[src/rtl/lss_pkg.sv]
// Shared types and constants for the line sensor readout sequencer.
package lss_pkg;
    // How the two sensor sections are wired to the converter
    typedef enum logic {
        WIRE_SERIAL   = 1'b0,
        WIRE_PARALLEL = 1'b1
    } wiring_e;

    // Readout edge on which the sensor begins the next integration
    localparam int INT_START_EDGE = 19;
    // Number of readout edges spent resetting the integrators
    localparam int RESET_EDGES    = 18;
endpackage

[src/rtl/lss_clkgen.sv]
// Sensor clock divider.
// Toggles the sensor clock every cfg_half_div system clocks (0 acts as 1).
// It flags in advance the system cycle whose closing edge raises or lowers
// the sensor clock, so the sequencer can act on that same edge.
// Assumes the configuration is held steady while timing matters.
module lss_clkgen #(
    parameter int DIV_W = 16
) (
    input  logic             clk,
    input  logic             rst_n,
    input  logic [DIV_W-1:0] cfg_half_div,
    output logic             sclk,
    output logic             rise_now,
    output logic             fall_now
);
    logic [DIV_W-1:0] cnt_q;
    logic [DIV_W-1:0] half_eff;
    logic             tick;

    // Clamp a zero half period to one system clock
    always_comb begin
        half_eff = (cfg_half_div == '0) ? DIV_W'(1) : cfg_half_div;
        tick     = (cnt_q >= half_eff - DIV_W'(1));
        rise_now = tick && !sclk;
        fall_now = tick && sclk;
    end

    // Count the half period and toggle the sensor clock when it ends
    always_ff @(posedge clk) begin
        if (!rst_n) begin
            cnt_q <= '0;
            sclk  <= 1'b0;
        end else if (tick) begin
            cnt_q <= '0;
            sclk  <= ~sclk;
        end else begin
            cnt_q <= cnt_q + DIV_W'(1);
        end
    end
endmodule

[src/rtl/lss_frame_ctl.sv]
// Frame sequencer.
// Raises the start pulse on a falling sensor clock once the integration gap
// has run out, counts the readout edges, ends the frame on the terminating
// edge and loads the integration gap at the integration-start edge.
// It produces an unregistered strobe request on each pixel edge.
// Assumes SEC_PIX >= RESET_EDGES so that the integration-start edge lies
// inside every frame.
module lss_frame_ctl
    import lss_pkg::*;
#(
    parameter int SEC_PIX     = 128,
    parameter int INT_W       = 20,
    parameter int MIN_INT_SER = 272,
    parameter int MIN_INT_PAR = 144
) (
    input  logic                              clk,
    input  logic                              rst_n,
    input  logic                              rise_now,
    input  logic                              fall_now,
    input  logic                              run,
    input  logic                              cfg_parallel,
    input  logic [INT_W-1:0]                  cfg_int,
    output logic                              si,
    output logic                              busy,
    output logic                              done,
    output logic                              ext,
    output logic                              stb_req,
    output logic [$clog2(2*SEC_PIX)-1:0]      idx_req,
    output logic                              par_req
);
    localparam int TOT_SER = 2 * SEC_PIX + 1;
    localparam int TOT_PAR = SEC_PIX + 1;
    localparam int RD_SER  = TOT_SER - RESET_EDGES;
    localparam int RD_PAR  = TOT_PAR - RESET_EDGES;
    localparam int EDGE_W  = $clog2(TOT_SER + 1);
    localparam int IDX_W   = $clog2(2 * SEC_PIX);

    wiring_e          par_q;
    logic [INT_W-1:0] req_q;
    logic [EDGE_W-1:0] edge_cnt;
    logic [EDGE_W-1:0] edge_nxt;
    logic [EDGE_W-1:0] tot_cur;
    logic [EDGE_W-1:0] npix_cur;
    logic [INT_W-1:0] gap_cnt;
    logic [INT_W-1:0] rd_cur;
    logic [INT_W-1:0] min_cur;
    logic [INT_W-1:0] eff_int;
    logic             ext_calc;

    // Per-mode limits and the effective integration time
    always_comb begin
        edge_nxt = edge_cnt + EDGE_W'(1);
        if (par_q == WIRE_PARALLEL) begin
            tot_cur  = EDGE_W'(TOT_PAR);
            npix_cur = EDGE_W'(SEC_PIX);
            rd_cur   = INT_W'(RD_PAR);
            min_cur  = INT_W'(MIN_INT_PAR);
        end else begin
            tot_cur  = EDGE_W'(TOT_SER);
            npix_cur = EDGE_W'(2 * SEC_PIX);
            rd_cur   = INT_W'(RD_SER);
            min_cur  = INT_W'(MIN_INT_SER);
        end
        ext_calc = (req_q < rd_cur) || (req_q < min_cur);
        eff_int  = ext_calc ? (rd_cur + min_cur) : req_q;
    end

    // Strobe request on each pixel edge; edge k carries pixel k-1
    always_comb begin
        stb_req = rise_now && (si || (busy && (edge_nxt <= npix_cur)));
        idx_req = si ? '0 : edge_cnt[IDX_W-1:0];
        par_req = (par_q == WIRE_PARALLEL);
    end

    // Start pulse, frame edge counting, end of frame and status
    always_ff @(posedge clk) begin
        if (!rst_n) begin
            si       <= 1'b0;
            busy     <= 1'b0;
            done     <= 1'b0;
            ext      <= 1'b0;
            par_q    <= WIRE_SERIAL;
            req_q    <= '0;
            edge_cnt <= '0;
        end else begin
            done <= 1'b0;
            if (fall_now) begin
                if (si) begin
                    si <= 1'b0;
                end else if (!busy && run && (gap_cnt <= INT_W'(1))) begin
                    si    <= 1'b1;
                    busy  <= 1'b1;
                    par_q <= wiring_e'(cfg_parallel);
                    req_q <= cfg_int;
                end
            end
            if (rise_now) begin
                if (si) begin
                    edge_cnt <= EDGE_W'(1);
                end else if (busy) begin
                    edge_cnt <= edge_nxt;
                    if (edge_nxt == EDGE_W'(INT_START_EDGE)) begin
                        ext <= ext_calc;
                    end
                    if (edge_nxt == tot_cur) begin
                        busy <= 1'b0;
                        done <= 1'b1;
                    end
                end
            end
        end
    end

    // Integration gap: loaded at the integration-start edge, counted down per edge
    always_ff @(posedge clk) begin
        if (!rst_n) begin
            gap_cnt <= '0;
        end else if (rise_now) begin
            if (busy && !si && (edge_nxt == EDGE_W'(INT_START_EDGE))) begin
                gap_cnt <= eff_int;
            end else if (gap_cnt != '0) begin
                gap_cnt <= gap_cnt - INT_W'(1);
            end
        end
    end

    // the start pulse only ever sits inside a busy frame
    p_si_in_busy_r4: assert property (@(posedge clk) disable iff (!rst_n)
        si |-> busy);

    // the done pulse marks the busy flag falling
    p_done_ends_busy_r4: assert property (@(posedge clk) disable iff (!rst_n)
        done |-> (!busy && $past(busy)));

    // pixel strobes are requested only inside a frame
    p_strobe_in_frame_r6: assert property (@(posedge clk) disable iff (!rst_n)
        stb_req |-> busy);

    // the edge count never reaches past the terminating edge
    p_edge_bound_r2: assert property (@(posedge clk) disable iff (!rst_n)
        (busy && !si) |-> (edge_cnt < tot_cur));
endmodule

[src/rtl/lss_strobe_pipe.sv]
// Strobe delay line.
// Delays the strobe request, pixel index and mode by STROBE_LAG system
// clocks, then forms the second index used in parallel wiring.
// Assumes STROBE_LAG >= 1.
module lss_strobe_pipe #(
    parameter int SEC_PIX    = 128,
    parameter int STROBE_LAG = 2
) (
    input  logic                         clk,
    input  logic                         rst_n,
    input  logic                         stb_in,
    input  logic [$clog2(2*SEC_PIX)-1:0] idx_in,
    input  logic                         par_in,
    output logic                         pix_strobe,
    output logic [$clog2(2*SEC_PIX)-1:0] pix_idx_a,
    output logic [$clog2(2*SEC_PIX)-1:0] pix_idx_b,
    output logic                         pix_dual
);
    localparam int IDX_W = $clog2(2 * SEC_PIX);

    logic             v_chain [STROBE_LAG+1];
    logic             p_chain [STROBE_LAG+1];
    logic [IDX_W-1:0] i_chain [STROBE_LAG+1];

    assign v_chain[0] = stb_in;
    assign p_chain[0] = par_in;
    assign i_chain[0] = idx_in;

    for (genvar g = 0; g < STROBE_LAG; g++) begin : g_stage
        // One delay stage of the strobe, its index and its mode
        always_ff @(posedge clk) begin
            if (!rst_n) begin
                v_chain[g+1] <= 1'b0;
                p_chain[g+1] <= 1'b0;
                i_chain[g+1] <= '0;
            end else begin
                v_chain[g+1] <= v_chain[g];
                p_chain[g+1] <= p_chain[g];
                i_chain[g+1] <= i_chain[g];
            end
        end
    end

    // Output stage: the second section's index exists only in parallel wiring
    always_comb begin
        pix_strobe = v_chain[STROBE_LAG];
        pix_dual   = p_chain[STROBE_LAG];
        pix_idx_a  = i_chain[STROBE_LAG];
        pix_idx_b  = pix_dual ? (i_chain[STROBE_LAG] + IDX_W'(SEC_PIX)) : '0;
    end

    // a strobe lasts one cycle (sensor period is at least two cycles)
    p_strobe_single_r6: assert property (@(posedge clk) disable iff (!rst_n)
        pix_strobe |=> !pix_strobe);
endmodule

[src/rtl/lss_readout_seq.sv]
// Line sensor readout sequencer, top level.
// Joins the clock divider, the frame sequencer and the strobe delay line.
// Assumes a two-section sensor of SEC_PIX pixels per section, wired either
// serially or in parallel as selected by cfg_parallel at each frame start.
module lss_readout_seq #(
    parameter int SEC_PIX     = 128,
    parameter int DIV_W       = 16,
    parameter int INT_W       = 20,
    parameter int MIN_INT_SER = 272,
    parameter int MIN_INT_PAR = 144,
    parameter int STROBE_LAG  = 2,
    localparam int IDX_W      = $clog2(2 * SEC_PIX)
) (
    input  logic             clk,
    input  logic             rst_n,
    input  logic             run,
    input  logic             cfg_parallel,
    input  logic [DIV_W-1:0] cfg_half_div,
    input  logic [INT_W-1:0] cfg_int_clks,
    output logic             sen_clk,
    output logic             sen_si,
    output logic             pix_strobe,
    output logic [IDX_W-1:0] pix_idx_a,
    output logic [IDX_W-1:0] pix_idx_b,
    output logic             pix_dual,
    output logic             busy,
    output logic             frame_done,
    output logic             int_extended
);
    logic             rise_now;
    logic             fall_now;
    logic             stb_req;
    logic [IDX_W-1:0] idx_req;
    logic             par_req;

    lss_clkgen #(.DIV_W(DIV_W)) u_clkgen (
        .clk          (clk),
        .rst_n        (rst_n),
        .cfg_half_div (cfg_half_div),
        .sclk         (sen_clk),
        .rise_now     (rise_now),
        .fall_now     (fall_now)
    );

    lss_frame_ctl #(
        .SEC_PIX     (SEC_PIX),
        .INT_W       (INT_W),
        .MIN_INT_SER (MIN_INT_SER),
        .MIN_INT_PAR (MIN_INT_PAR)
    ) u_frame (
        .clk          (clk),
        .rst_n        (rst_n),
        .rise_now     (rise_now),
        .fall_now     (fall_now),
        .run          (run),
        .cfg_parallel (cfg_parallel),
        .cfg_int      (cfg_int_clks),
        .si           (sen_si),
        .busy         (busy),
        .done         (frame_done),
        .ext          (int_extended),
        .stb_req      (stb_req),
        .idx_req      (idx_req),
        .par_req      (par_req)
    );

    lss_strobe_pipe #(
        .SEC_PIX    (SEC_PIX),
        .STROBE_LAG (STROBE_LAG)
    ) u_pipe (
        .clk        (clk),
        .rst_n      (rst_n),
        .stb_in     (stb_req),
        .idx_in     (idx_req),
        .par_in     (par_req),
        .pix_strobe (pix_strobe),
        .pix_idx_a  (pix_idx_a),
        .pix_idx_b  (pix_idx_b),
        .pix_dual   (pix_dual)
    );

    // the start pulse moves only while the sensor clock falls
    p_si_on_fall_r3: assert property (@(posedge clk) disable iff (!rst_n)
        (sen_si != $past(sen_si)) |-> $fell(sen_clk));
endmodule

[config.mk]
export PLATFORM = sky130hd
export DESIGN_NAME = lss_readout_seq
export DESIGN_NICKNAME = d
export VERILOG_FILES = /design/src/rtl/lss_pkg.sv /design/src/rtl/lss_clkgen.sv /design/src/rtl/lss_frame_ctl.sv /design/src/rtl/lss_strobe_pipe.sv /design/src/rtl/lss_readout_seq.sv
export SDC_FILE = /design/constraint.sdc
export NUM_CORES = 1
export LEC_CHECK = 0
export ABC_CLOCK_PERIOD_IN_PS = 5400
export BUFFER_PORTS_ARGS = -buffer_cell sky130_fd_sc_hd__clkbuf_2
export CELL_PAD_IN_SITES_DETAIL_PLACEMENT = 1
export CELL_PAD_IN_SITES_GLOBAL_PLACEMENT = 1
export CORE_ASPECT_RATIO = 0.9
export CORE_UTILIZATION = 35
export CTS_CLUSTER_SIZE = 30
export DETAILED_ROUTE_END_ITERATION = 10
export GPL_ROUTABILITY_DRIVEN = 0
export HOLD_SLACK_MARGIN = 0.12
export PLACE_DENSITY = 0.74
export SLEW_MARGIN = 20
export SYNTH_ARGS = -nofsm -noshare
export SYNTH_HDL_FRONTEND = slang
export SYNTH_SLANG_ARGS = --single-unit
export TNS_END_PERCENT = 20
[constraint.sdc]
create_clock -name clk -period 5.4 [get_ports clk]
set_input_delay 0.27 -clock clk [delete_from_list [all_inputs] [get_ports clk]]
set_output_delay 0.27 -clock clk [all_outputs]
set_load 0.01 [all_outputs]
# [Word-level counts from Yosys, hierarchy flattened]
# Index checks and enable logic that the tools add are counted.
[word_totals] reg_bits=91 latchBits=0 ram_bits=0 rom_bits=0 in_bits=40 wordCells=79 memories=0
[op_classes] addsub=6 n_mul=0 n_div=0 order_cmp=5 n_eq_ne=2 shifts=0 mux=21 bitwise=5 n_reduce_logical=24
[op_table] operator="2-to-1 mux 20 bit" count=3
[op_table] operator="2-to-1 mux 9 bit" count=5
[op_table] operator="less-or-equal comparator 20 x 1 -> 1 bit, second input constant" count=1
[op_table] operator="< comparator 20 x 8 -> 1 bit" count=1
[op_table] operator="< comparator 20 x 9 -> 1 bit" count=1
[op_table] operator="nonzero test 20 bit" count=1
[op_table] operator="subtractor 20 x 1 -> 20 bit, second input constant" count=1
[op_table] operator="adder 16 x 1 -> 16 bit, second input constant" count=1
[op_table] operator="greater-or-equal comparator 16 bit" count=1
[op_table] operator="zero test 16 bit" count=1
[op_table] operator="2-to-1 mux 16 bit" count=1
[op_table] operator="2-to-1 mux 8 bit" count=2
[op_table] operator="subtractor 16 x 1 -> 16 bit, second input constant" count=1
[op_table] operator="adder 8 x 9 -> 10 bit" count=1
[op_table] operator="2-to-1 mux 1 bit" count=10
[op_table] operator="adder 9 x 1 -> 9 bit, second input constant" count=1
[op_table] operator="equality test 9 x 5 -> 1 bit, second input constant" count=1
[op_table] operator="equality test 9 bit" count=1
[op_table] operator="less-or-equal comparator 9 bit" count=1
[op_table] operator="adder 8 bit, second input constant" count=1
[op_table] operator="logical AND 1 bit" count=8
[op_table] operator="NOT 1 bit" count=5
[op_table] operator="AND reduction 2 bit" count=2
[op_table] operator="AND reduction 4 bit" count=1
[op_table] operator="other kinds (6)" count=11

# [Logic depth before layout (Yosys ltp)]
# Gate-level depths: netlist of the first run.
[logic_depth] ltp_word=10 depth_mapped=18 mapped_depth_nobuf=16

# [Cells and area by module]
# Synthesis of the first run repeated with hierarchy kept, for this count alone.
[hier_totals] hier_cells=593 area_unflattened_um2=5132.4
[by_module_without_submodules] module="lss_frame_ctl" n_inst=1 cells_each=375 area_each_um2=3134.3 seq_area_each_um2=1081.0
[by_module_without_submodules] module="lss_clkgen" n_inst=1 cells_each=160 area_each_um2=1326.3 seq_area_each_um2=340.3
[by_module_without_submodules] module="lss_strobe_pipe" n_inst=1 cells_each=58 area_each_um2=671.9 seq_area_each_um2=400.4

# [Least setup slack after synthesis of the first run]
# No wires, ideal clock.
[synth_timing] kind="input port to flip-flop" start="in cfg_half_div[9]" end="reg u_frame.edge_cnt[6]" setup_ns=0.074 arrival_time_ns=3.864 required_ns=5.326 setup_slack_ns=1.462 stages=17 path_cell_list="or4_1 > nor3_1 > a41oi_1 > ha_1 > nand2_1 > or3_1 > nor2_1 > xnor2_1 > ha_1 > and4_1 > o2111ai_1 > a31o_1 > a211o_1 > and2_1 > buf_2 > or4_1 > a31oi_1"
[synth_via] elab_chain_cells=6
[synth_rtl] item="start, declared" line_no="lss_readout_seq.sv:18" source="input logic [DIV_W-1:0] cfg_half_div,"
[synth_rtl] item="zero test 16 bit" line_no="lss_clkgen.sv:22" source="half_eff = (cfg_half_div == '0) ? DIV_W'(1) : cfg_half_div;"
[synth_rtl] item="2-to-1 mux 16 bit *" line_no="lss_clkgen.sv:22"
[synth_rtl] item="subtractor 16 x 1 -> 16 bit *" line_no="lss_clkgen.sv:23" source="tick = (cnt_q >= half_eff - DIV_W'(1));"
[synth_rtl] item="greater-or-equal comparator 16 bit *" line_no="lss_clkgen.sv:23"
[synth_rtl] item="logical AND 1 bit *" line_no="lss_clkgen.sv:24" source="rise_now = tick && !sclk;"
[synth_rtl] item="AND reduction 2 bit (no source line) *"
[synth_rtl] item="end signal, assigned" line_no="lss_frame_ctl.sv:101" source="edge_cnt <= edge_nxt;"
[synth_rtl] item="end, declared" line_no="lss_frame_ctl.sv:40" source="logic [EDGE_W-1:0] edge_cnt;"
# Every way passes the cells marked *; elsewhere a longest branch is shown, timed or not.
# A chain may end at the register's enable or synchronous reset.

# [Final worst setup path of the first run]
[layout_timing] start="in cfg_half_div[9]" end="reg u_frame.gap_cnt[9]"
[layout_via] elab_chain_cells=6
[layout_rtl] item="zero test 16 bit" line_no="lss_clkgen.sv:22"
[layout_rtl] item="2-to-1 mux 16 bit *" line_no="lss_clkgen.sv:22"
[layout_rtl] item="subtractor 16 x 1 -> 16 bit *" line_no="lss_clkgen.sv:23"
[layout_rtl] item="greater-or-equal comparator 16 bit *" line_no="lss_clkgen.sv:23"
[layout_rtl] item="logical AND 1 bit *" line_no="lss_clkgen.sv:24"
[layout_rtl] item="AND reduction 2 bit (no source line) *"
[layout_rtl] item="end signal, assigned" line_no="lss_frame_ctl.sv:120" source="gap_cnt <= eff_int;"
[layout_rtl] item="end signal, assigned" line_no="lss_frame_ctl.sv:122" source="gap_cnt <= gap_cnt - INT_W'(1);"
[layout_rtl] item="end, declared" line_no="lss_frame_ctl.sv:44" source="logic [INT_W-1:0] gap_cnt;"
# Marks and branches as above.

==> flow_metrics.py, run 1 <==
metrics = {
    "routing": {
        "vias_per_cell": 5.43,
        "drc": 0,
        "wirelength_um": 13700,
        "antenna_left": 0,
        "first_pass_iters": 4,
        "dr.first_iter.drc_count": 235,
        "wire_per_inst_um": 16.5,
        "num_vias": 4522,
    },
    "critical_path": {
        "cp-startpoint": "cfg_half_div[9]",
        "r2r_cells": 8,
        "critical_path_class": "input pin to register",
        "cp.required_ns": 5.64,
        "r2r-end": "u_frame.gap_cnt[7]$_SDFFE_PN0P_",
        "arrival_ns": 4.54,
        "worstSetupEndpoint": "u_frame.gap_cnt[9]$_SDFFE_PN0P_",
        "reg2reg_slack_ns": 1.99,
        "crit_path_max_fanout": 48,
        "timing.rr.start": "u_frame.edge_cnt[1]$_SDFFE_PN0P_",
        "crit_path_start_kind": "input pin",
        "worstSetupEndpointType": "register",
    },
    "logic_synthesis": {
        "synth.most_common_cell": "dfxtp_1",
        "ys_ff_latch": 91,
        "ys_seq_area_share_pct": 35.9,
        "synth-async-reset-ratio_pct": 0,
        "yosysWarnings": 0,
        "synth_cell_types": 60,
        "syn-instance-count": 598,
        "yosysTopAreaCell": "dfxtp_1",
        "syn_area_um2": 5070,
        "synth_enable_flop_cells": 0,
        "synthTopCellsByArea": "dfxtp_1 (36%), ha_1 (7.2%), nor2_1 (5.7%), mux2i_1 (4.1%), a21oi_1 (3.2%)",
        "synth_top_area_share_pct": 35.9,
        "synth_area_per_cell_um2": 8.48,
        "synthFlopType": "dfxtp_1",
        "synth_nets": 667,
        "synth_common_cells": "dfxtp_1 (91), nor2_1 (77), nand2_1 (36), a21oi_1 (32), ha_1 (29)",
    },
    "power": {
        "seq_power_share_pct": 47.6,
        "leakage_nw": 2.46,
        "intPower_mw": 1.09,
        "power.share.switching_pct": 24.8,
        "switching_power_mw": 0.358,
        "pwr-share-comb_pct": 8.0,
        "p_per_area_nw_per_um2": 252,
        "ir_drop_v": 0.000174,
        "p_clk_share_pct": 44.4,
    },
    "timing": {
        "fin_tns_setup_ns": 0,
        "rsz0062_at_grt": "no",
        "drv_slew": 0,
        "worst_pin_slew_ns": 1.06,
        "finalCritPeriodShare_pct": 79.7,
        "period_minus_slack_ns": 4.30,
        "setup_viol": 0,
        "slew_headroom_pct": 29.4,
        "finalHoldViolCount": 0,
        "fin_hold_ws_ns": 0.148,
        "clock_skew_ns": 0.00814,
        "fmax_mhz": 232,
    },
    "global_routing": {
        "grt_pass1_wl_um": 22800,
        "grt_start_max_net_pins": 49,
        "grt_usage_pct": 19.6,
        "grt_overflow_total": 0,
        "antenna_found_initial": 0,
        "grt_pass1_vias": 4642,
    },
    "clock_tree": {
        "htreeDepth": 3,
        "cts_resized": 0,
        "clkTransAtPathRegs_ns": 0.07,
        "postCtsSetupRepairBufs": 0,
        "cts.sinks": 91,
        "clockBufferDepth": 2,
        "numCtsBuffers": 9,
        "cts_hold_buf": 0,
        "insertion_delay_ns": 0.35,
        "cts_root_buf": "clkbuf_16",
        "cts_tree": "done",
    },
    "place": {
        "post_dp_cell_area_um2": 5420,
        "dpl.hpwl_um": 9940,
        "port_buffers": 62,
    },
    "floorplan": {
        "dieArea_um2": 15000,
        "die_w_um": 129,
        "io_pins": 63,
        "rows": 41,
        "initial_core_util_pct": 36.0,
        "die_h_um": 116,
        "core-area_um2": 14100,
    },
    "cells_and_area": {
        "fill_cells": 1734,
        "postLayoutCellArea_um2": 5720,
        "fin_nets": 704,
        "diodes": 0,
        "drive_gt1_share_pct": 15.5,
        "area_growth_pct": 12.8,
        "fin_util_pct": 40.6,
    },
    "worst_hold_path": {
        "min_path_type": "input pin to register",
        "hold_depth": 3,
    },
    "job": {
        "drv_cap": 0,
    },
    "outcome": {
        "status": "finished, final reports clean",
    },
}
-- layout by cell type (no fill, tap or decap), types with 3 or more instances in the layout --
master / Yosys / layout
nor3_1: 23 / 23
xor2_1: 15 / 15
buf_4: 8 / 3
nor4_1: 14 / 14
dfxtp_1: 91 / 91
nand2_1: 36 / 36
a21oi_1: 32 / 32
o211a_1: 3 / 3
and2_1: 19 / 19
a31oi_1: 11 / 11
or3_1: 12 / 12
ha_1: 29 / 29
xnor2_1: 17 / 17
o21ai_0: 20 / 20
or4_1: 7 / 7
nand3b_1: 3 / 3
clkbuf_2: 1 / 62
nor2_1: 77 / 77
inv_1: 14 / 14
mux2i_1: 21 / 21
a21o_1: 6 / 6
a211o_1: 8 / 8
o2111ai_1: 3 / 3
clkbuf_16: 0 / 9
nand3_1: 22 / 22
and3_1: 17 / 17
nand4_1: 13 / 13
mux2_4: 3 / 3
o221a_2: 6 / 6
-- power by group through the flow --
stage	Sequential [mW]	Combinational [mW]	Clock [mW]
after detailed placement	0.703	0.115	0
after floorplan	0.698	0.0782	0
after global placement	0.702	0.110	0
after global routing	0.688	0.131	0.693
final	0.688	0.115	0.642
after CTS	0.687	0.117	0.663
-- metrics by stage --
step / std cells / setup WS [ns] / power, mW
global route: 833 / 0.717 / 1.51
floorplan: 598 / 1.46 / 0.776
finish: 833 / 1.10 / 1.44
detailed placement: 817 / 0.777 / 0.818
global placement: 817 / 0.921 / 0.812
CTS: 833 / 1.13 / 1.47
-- worst max-delay path: stages --
cell,delay (ns)
clkbuf_2,0.12
or4_1,0.57
nor3_1,0.22
a41oi_1,0.25
ha_1,0.29
nand2_1,0.10
or3_1,0.15
nor2_1,0.06
xnor2_1,0.12
ha_1,0.31
a21oi_1,0.16
nand2_1,0.08
a221oi_1,0.37
a211o_1,0.26
and2_1,0.33
buf_4,0.46
nor2_1,0.11
o221a_2,0.28
-- how the worst min path moves through the flow --
stage / slack [ns] / startpoint / end
floorplan: 0.41 / cfg_parallel / u_frame.par_req$_SDFFE_PN0P_
global placement: 0.41 / u_pipe.i_chain[11]$_SDFF_PP0_ / u_pipe.pix_idx_a[3]$_SDFF_PN0_
detailed placement: 0.43 / u_pipe.p_chain[1]$_SDFF_PN0_ / u_pipe.pix_dual$_SDFF_PN0_
CTS: 0.14 / cfg_int_clks[0] / u_frame.req_q[0]$_SDFFE_PN0P_
global route: 0.16 / cfg_int_clks[13] / u_frame.req_q[13]$_SDFFE_PN0P_
finish: 0.15 / cfg_int_clks[0] / u_frame.req_q[0]$_SDFFE_PN0P_
-- routing by layer --
metal / share of wire (%) / track usage [%]
met5: 0 / 0
met3: 3.2 / 4.58
met1: 46 / 22.9
met2: 50 / 35.3
met4: 1.4 / 6.27
-- state kept, by name, indices dropped and copies added (netlist names), 8 cells and up --
| signal | flops |
|---|---|
| u_clkgen.cnt_q | 16 |
| u_frame.edge_cnt | 9 |
| u_pipe.pix_idx_a | 8 |
| u_frame.req_q | 20 |
| u_frame.gap_cnt | 20 |
| u_pipe.i_chain | 8 |
-- cell families after synthesis --
logic type               after synthesis  share of synthesized area (%)
adder cells (fa/ha/maj)               29                           7.15
flip-flops                            91                           35.9
buffers and inverters                 54                           5.60
XOR/XNOR                              32                           5.52
multiplexers                          26                           5.47
AO/OA/AOI/OAI                        111                           15.0
AND/OR/NAND/NOR                      255                           25.3
-- final cells by class --
type / instances / area [um2] / share of cell area, %
clock buffers: 9 / 225 / 3.94
clock inverters: 7 / 76.3 / 1.33
inverters: 15 / 56.3 / 0.984
multi-input cells: 453 / 2970 / 51.9
flip-flops and latches: 91 / 1820 / 31.8
well taps: 193 / 241 / 4.22
repair buffers: 65 / 333 / 5.82
Power figures use the tool's default switching activity.
==> run 2, diff against run 1 <==
--- a/config.mk
+++ b/config.mk
@@ -5,7 +5,7 @@
 export SDC_FILE = /design/constraint.sdc
 export NUM_CORES = 1
 export LEC_CHECK = 0
-export ABC_CLOCK_PERIOD_IN_PS = 5400
+export ABC_CLOCK_PERIOD_IN_PS = 3550
 export BUFFER_PORTS_ARGS = -buffer_cell sky130_fd_sc_hd__clkbuf_2
 export CELL_PAD_IN_SITES_DETAIL_PLACEMENT = 1
 export CELL_PAD_IN_SITES_GLOBAL_PLACEMENT = 1
@@ -15,7 +15,7 @@
 export DETAILED_ROUTE_END_ITERATION = 10
 export GPL_ROUTABILITY_DRIVEN = 0
 export HOLD_SLACK_MARGIN = 0.12
-export PLACE_DENSITY = 0.74
+export PLACE_DENSITY = 0.77
 export SLEW_MARGIN = 20
 export SYNTH_ARGS = -nofsm -noshare
 export SYNTH_HDL_FRONTEND = slang
==> constraint.sdc (replaced) <==
create_clock -name clk -period 3.55 [get_ports clk]
set_input_delay 0.1775 -clock clk [delete_from_list [all_inputs] [get_ports clk]]
set_output_delay 0.1775 -clock clk [all_outputs]
set_load 0.01 [all_outputs]
==> run 2 against run 1 <==
  * Clock skew down 0.0017 ns
  * Setup slack worse by 1.0 ns
  * Largest power group unchanged
  * Die area unchanged
  * Cell count up 7.0%
  * Total power up 57%
  * Count of clock-buffer cells in the layout unchanged
  * Highest routed layer unchanged
  * Via count up 5.8%
==> flow_metrics.py, run 2 (same netlist as run 1, synthesis figures left out) <==
metrics = {
    "routing": {
        "antenna_left": 0,
        "vias_per_cell": 5.37,
        "wirelength_um": 14800,
        "num_vias": 4784,
        "wire_per_inst_um": 16.6,
        "first_pass_iters": 4,
        "drc": 0,
        "dr.first_iter.drc_count": 179,
    },
    "floorplan": {
        "initial_core_util_pct": 36.0,
        "dieArea_um2": 15000,
        "die_h_um": 116,
        "die_w_um": 129,
        "core-area_um2": 14100,
        "rows": 41,
        "io_pins": 63,
    },
    "place": {
        "port_buffers": 62,
        "pre_cts_slack_ns": -0.412,
        "dpl.hpwl_um": 10800,
        "post_dp_cell_area_um2": 5750,
    },
    "critical_path": {
        "worst_path_largest_cell_delay_ns": 0.55,
        "cp_slowest_cell": "or4_4",
        "cp.required_ns": 3.82,
        "crit_chain": "clkbuf_2, or4_4, nor3_4, a41oi_2, ha_2, nand2_2, or3_4, nor2_2, xnor2_1, ha_1, and4_4, o2111ai_1, a31o_1, a211o_1, and2_4, buf_4, or3_1, a21oi_1",
        "worstSetupEndpointType": "register",
        "critical_path_class": "input pin to register",
        "crit_path_max_fanout": 9,
        "crit_path_start_kind": "input pin",
        "arrival_ns": 3.73,
    },
    "cells_and_area": {
        "postLayoutCellArea_um2": 6340,
        "diodes": 0,
        "final_cell_mix": "dfxtp_1 (91), nor2_1 (76), clkbuf_2 (62)",
        "mostFrequentLayoutCell": "dfxtp_1",
        "drive_gt1_share_pct": 22.3,
        "reg_top3": "u_frame.gap_cnt x20, u_frame.req_q x20, u_clkgen.cnt_q x16",
        "fin_nets": 762,
        "multi_input_area_um2": 3080,
        "fill_cells": 1695,
        "area_growth_pct": 25.0,
        "regArea_um2": 1820,
    },
    "clock_tree": {
        "cts.sinks": 91,
        "clkTransAtPathRegs_ns": 0.07,
        "numCtsBuffers": 9,
        "clockBufferDepth": 2,
        "cts_root_buf": "clkbuf_16",
        "htreeDepth": 3,
        "cts_tree": "done",
        "insertion_delay_ns": 0.35,
    },
    "global_routing": {
        "grt_usage_pct": 20.7,
        "grt_start_max_net_pins": 47,
        "grt_pass1_vias": 4985,
        "grt_overflow_total": 0,
        "grt_pass1_wl_um": 24300,
        "antenna_found_initial": 0,
    },
    "timing": {
        "slew_headroom_pct": 34.8,
        "setup_viol": 0,
        "rsz0062_at_grt": "yes",
        "finalHoldViolCount": 0,
        "period_minus_slack_ns": 3.46,
        "clock_skew_ns": 0.00640,
        "fmax_mhz": 289,
        "worst_pin_slew_ns": 0.974,
        "drv_slew": 0,
        "finalCritPeriodShare_pct": 97.5,
        "postLayoutSetupSlackWorst_ns": 0.0876,
    },
    "power": {
        "power.share.switching_pct": 25.3,
        "intPower_mw": 1.69,
        "seq_power_share_pct": 46.2,
        "p_per_area_nw_per_um2": 357,
        "finalPower_mw": 2.26,
        "leakage_nw": 2.76,
        "p_clk_share_pct": 44.1,
        "pwr-share-comb_pct": 9.6,
        "switching_power_mw": 0.573,
        "ir_drop_v": 0.000286,
    },
    "outcome": {
        "status": "finished, final reports clean",
    },
    "job": {
        "drv_cap": 0,
    },
    "worst_hold_path": {
        "min_path_type": "input pin to register",
    },
}
-- run 2: timing repair --
action | in CTS | in global routing
pin swaps | 1 | 5
hold buffers | 20 | 0
hold endpoints to repair | 20 | 0
buffers inserted | 0 | 2
resized for setup | 1 | 11
setup endpoints to repair | 3 | 45
cloned | 0 | 1
-- run 2: final timing paths --
| check | cells past startpoint | slack, ns | to | startpoint |
|---|---|---|---|---|
| max | 18 | 0.09 | u_frame.gap_cnt[1]$_SDFFE_PN0P_ | cfg_half_div[12] |
| min | 3 | 0.18 | u_frame.req_q[16]$_SDFFE_PN0P_ | cfg_int_clks[16] |
| max reg2reg | 8 | 0.29 | u_frame.gap_cnt[6]$_SDFFE_PN0P_ | u_frame.edge_cnt[1]$_SDFFE_PN0P_ |
| min reg2reg | 1 | 0.43 | u_pipe.pix_idx_a[6]$_SDFF_PN0_ | u_pipe.i_chain[14]$_SDFF_PP0_ |
-- run 2: cell type report --
| type | instances | area share [%] |
|---|---|---|
| Clock inverter | 7 | 1.30 |
| Timing Repair Buffer | 122 | 13.2 |
| Inverter | 15 | 0.888 |
| Clock buffer | 9 | 3.55 |
| Sequential cell | 91 | 28.7 |
| Multi-Input combinational cell | 454 | 48.5 |
| Tap cell | 193 | 3.81 |
-- run 2: metrics by stage --
stage	cells	utilization [%]	TNS [ns]	hold slack, ns
floorplan	598	-	-0.449	0.317
global placement	852	40.8	-5.19	0.409
detailed placement	852	40.8	-14.82	0.421
CTS	888	44.4	0	0.157
global route	891	45.0	-0.175	0.226
finish	891	45.0	0	0.182
-- run 2: critical path, delay by kind of cell --
family / cells / cell delay [ns]
AND/OR/NAND/NOR: 8 / 1.75
buffers and inverters: 2 / 0.25
XOR/XNOR: 1 / 0.13
adder cells (fa/ha/maj): 2 / 0.56
AO/OA/AOI/OAI: 5 / 0.87
-- run 2: power by group through the flow --
stage | registers, mW | clock network [mW] | logic (mW)
after floorplan | 1.06 | 0 | 0.121
after global placement | 1.07 | 0 | 0.186
after detailed placement | 1.07 | 0 | 0.196
after CTS | 1.05 | 1.03 | 0.216
after global routing | 1.05 | 1.07 | 0.240
final | 1.05 | 0.999 | 0.217
-- run 2: routing by layer --
metal | GRT usage, % | wire, um | up-vias
met1 | 23.5 | 6560 | 2334
li1 | - | - | 2346
met3 | 3.85 | 477 | 22
met2 | 39.0 | 7430 | 82
met5 | 0 | 0 | -
met4 | 7.06 | 295 | 0
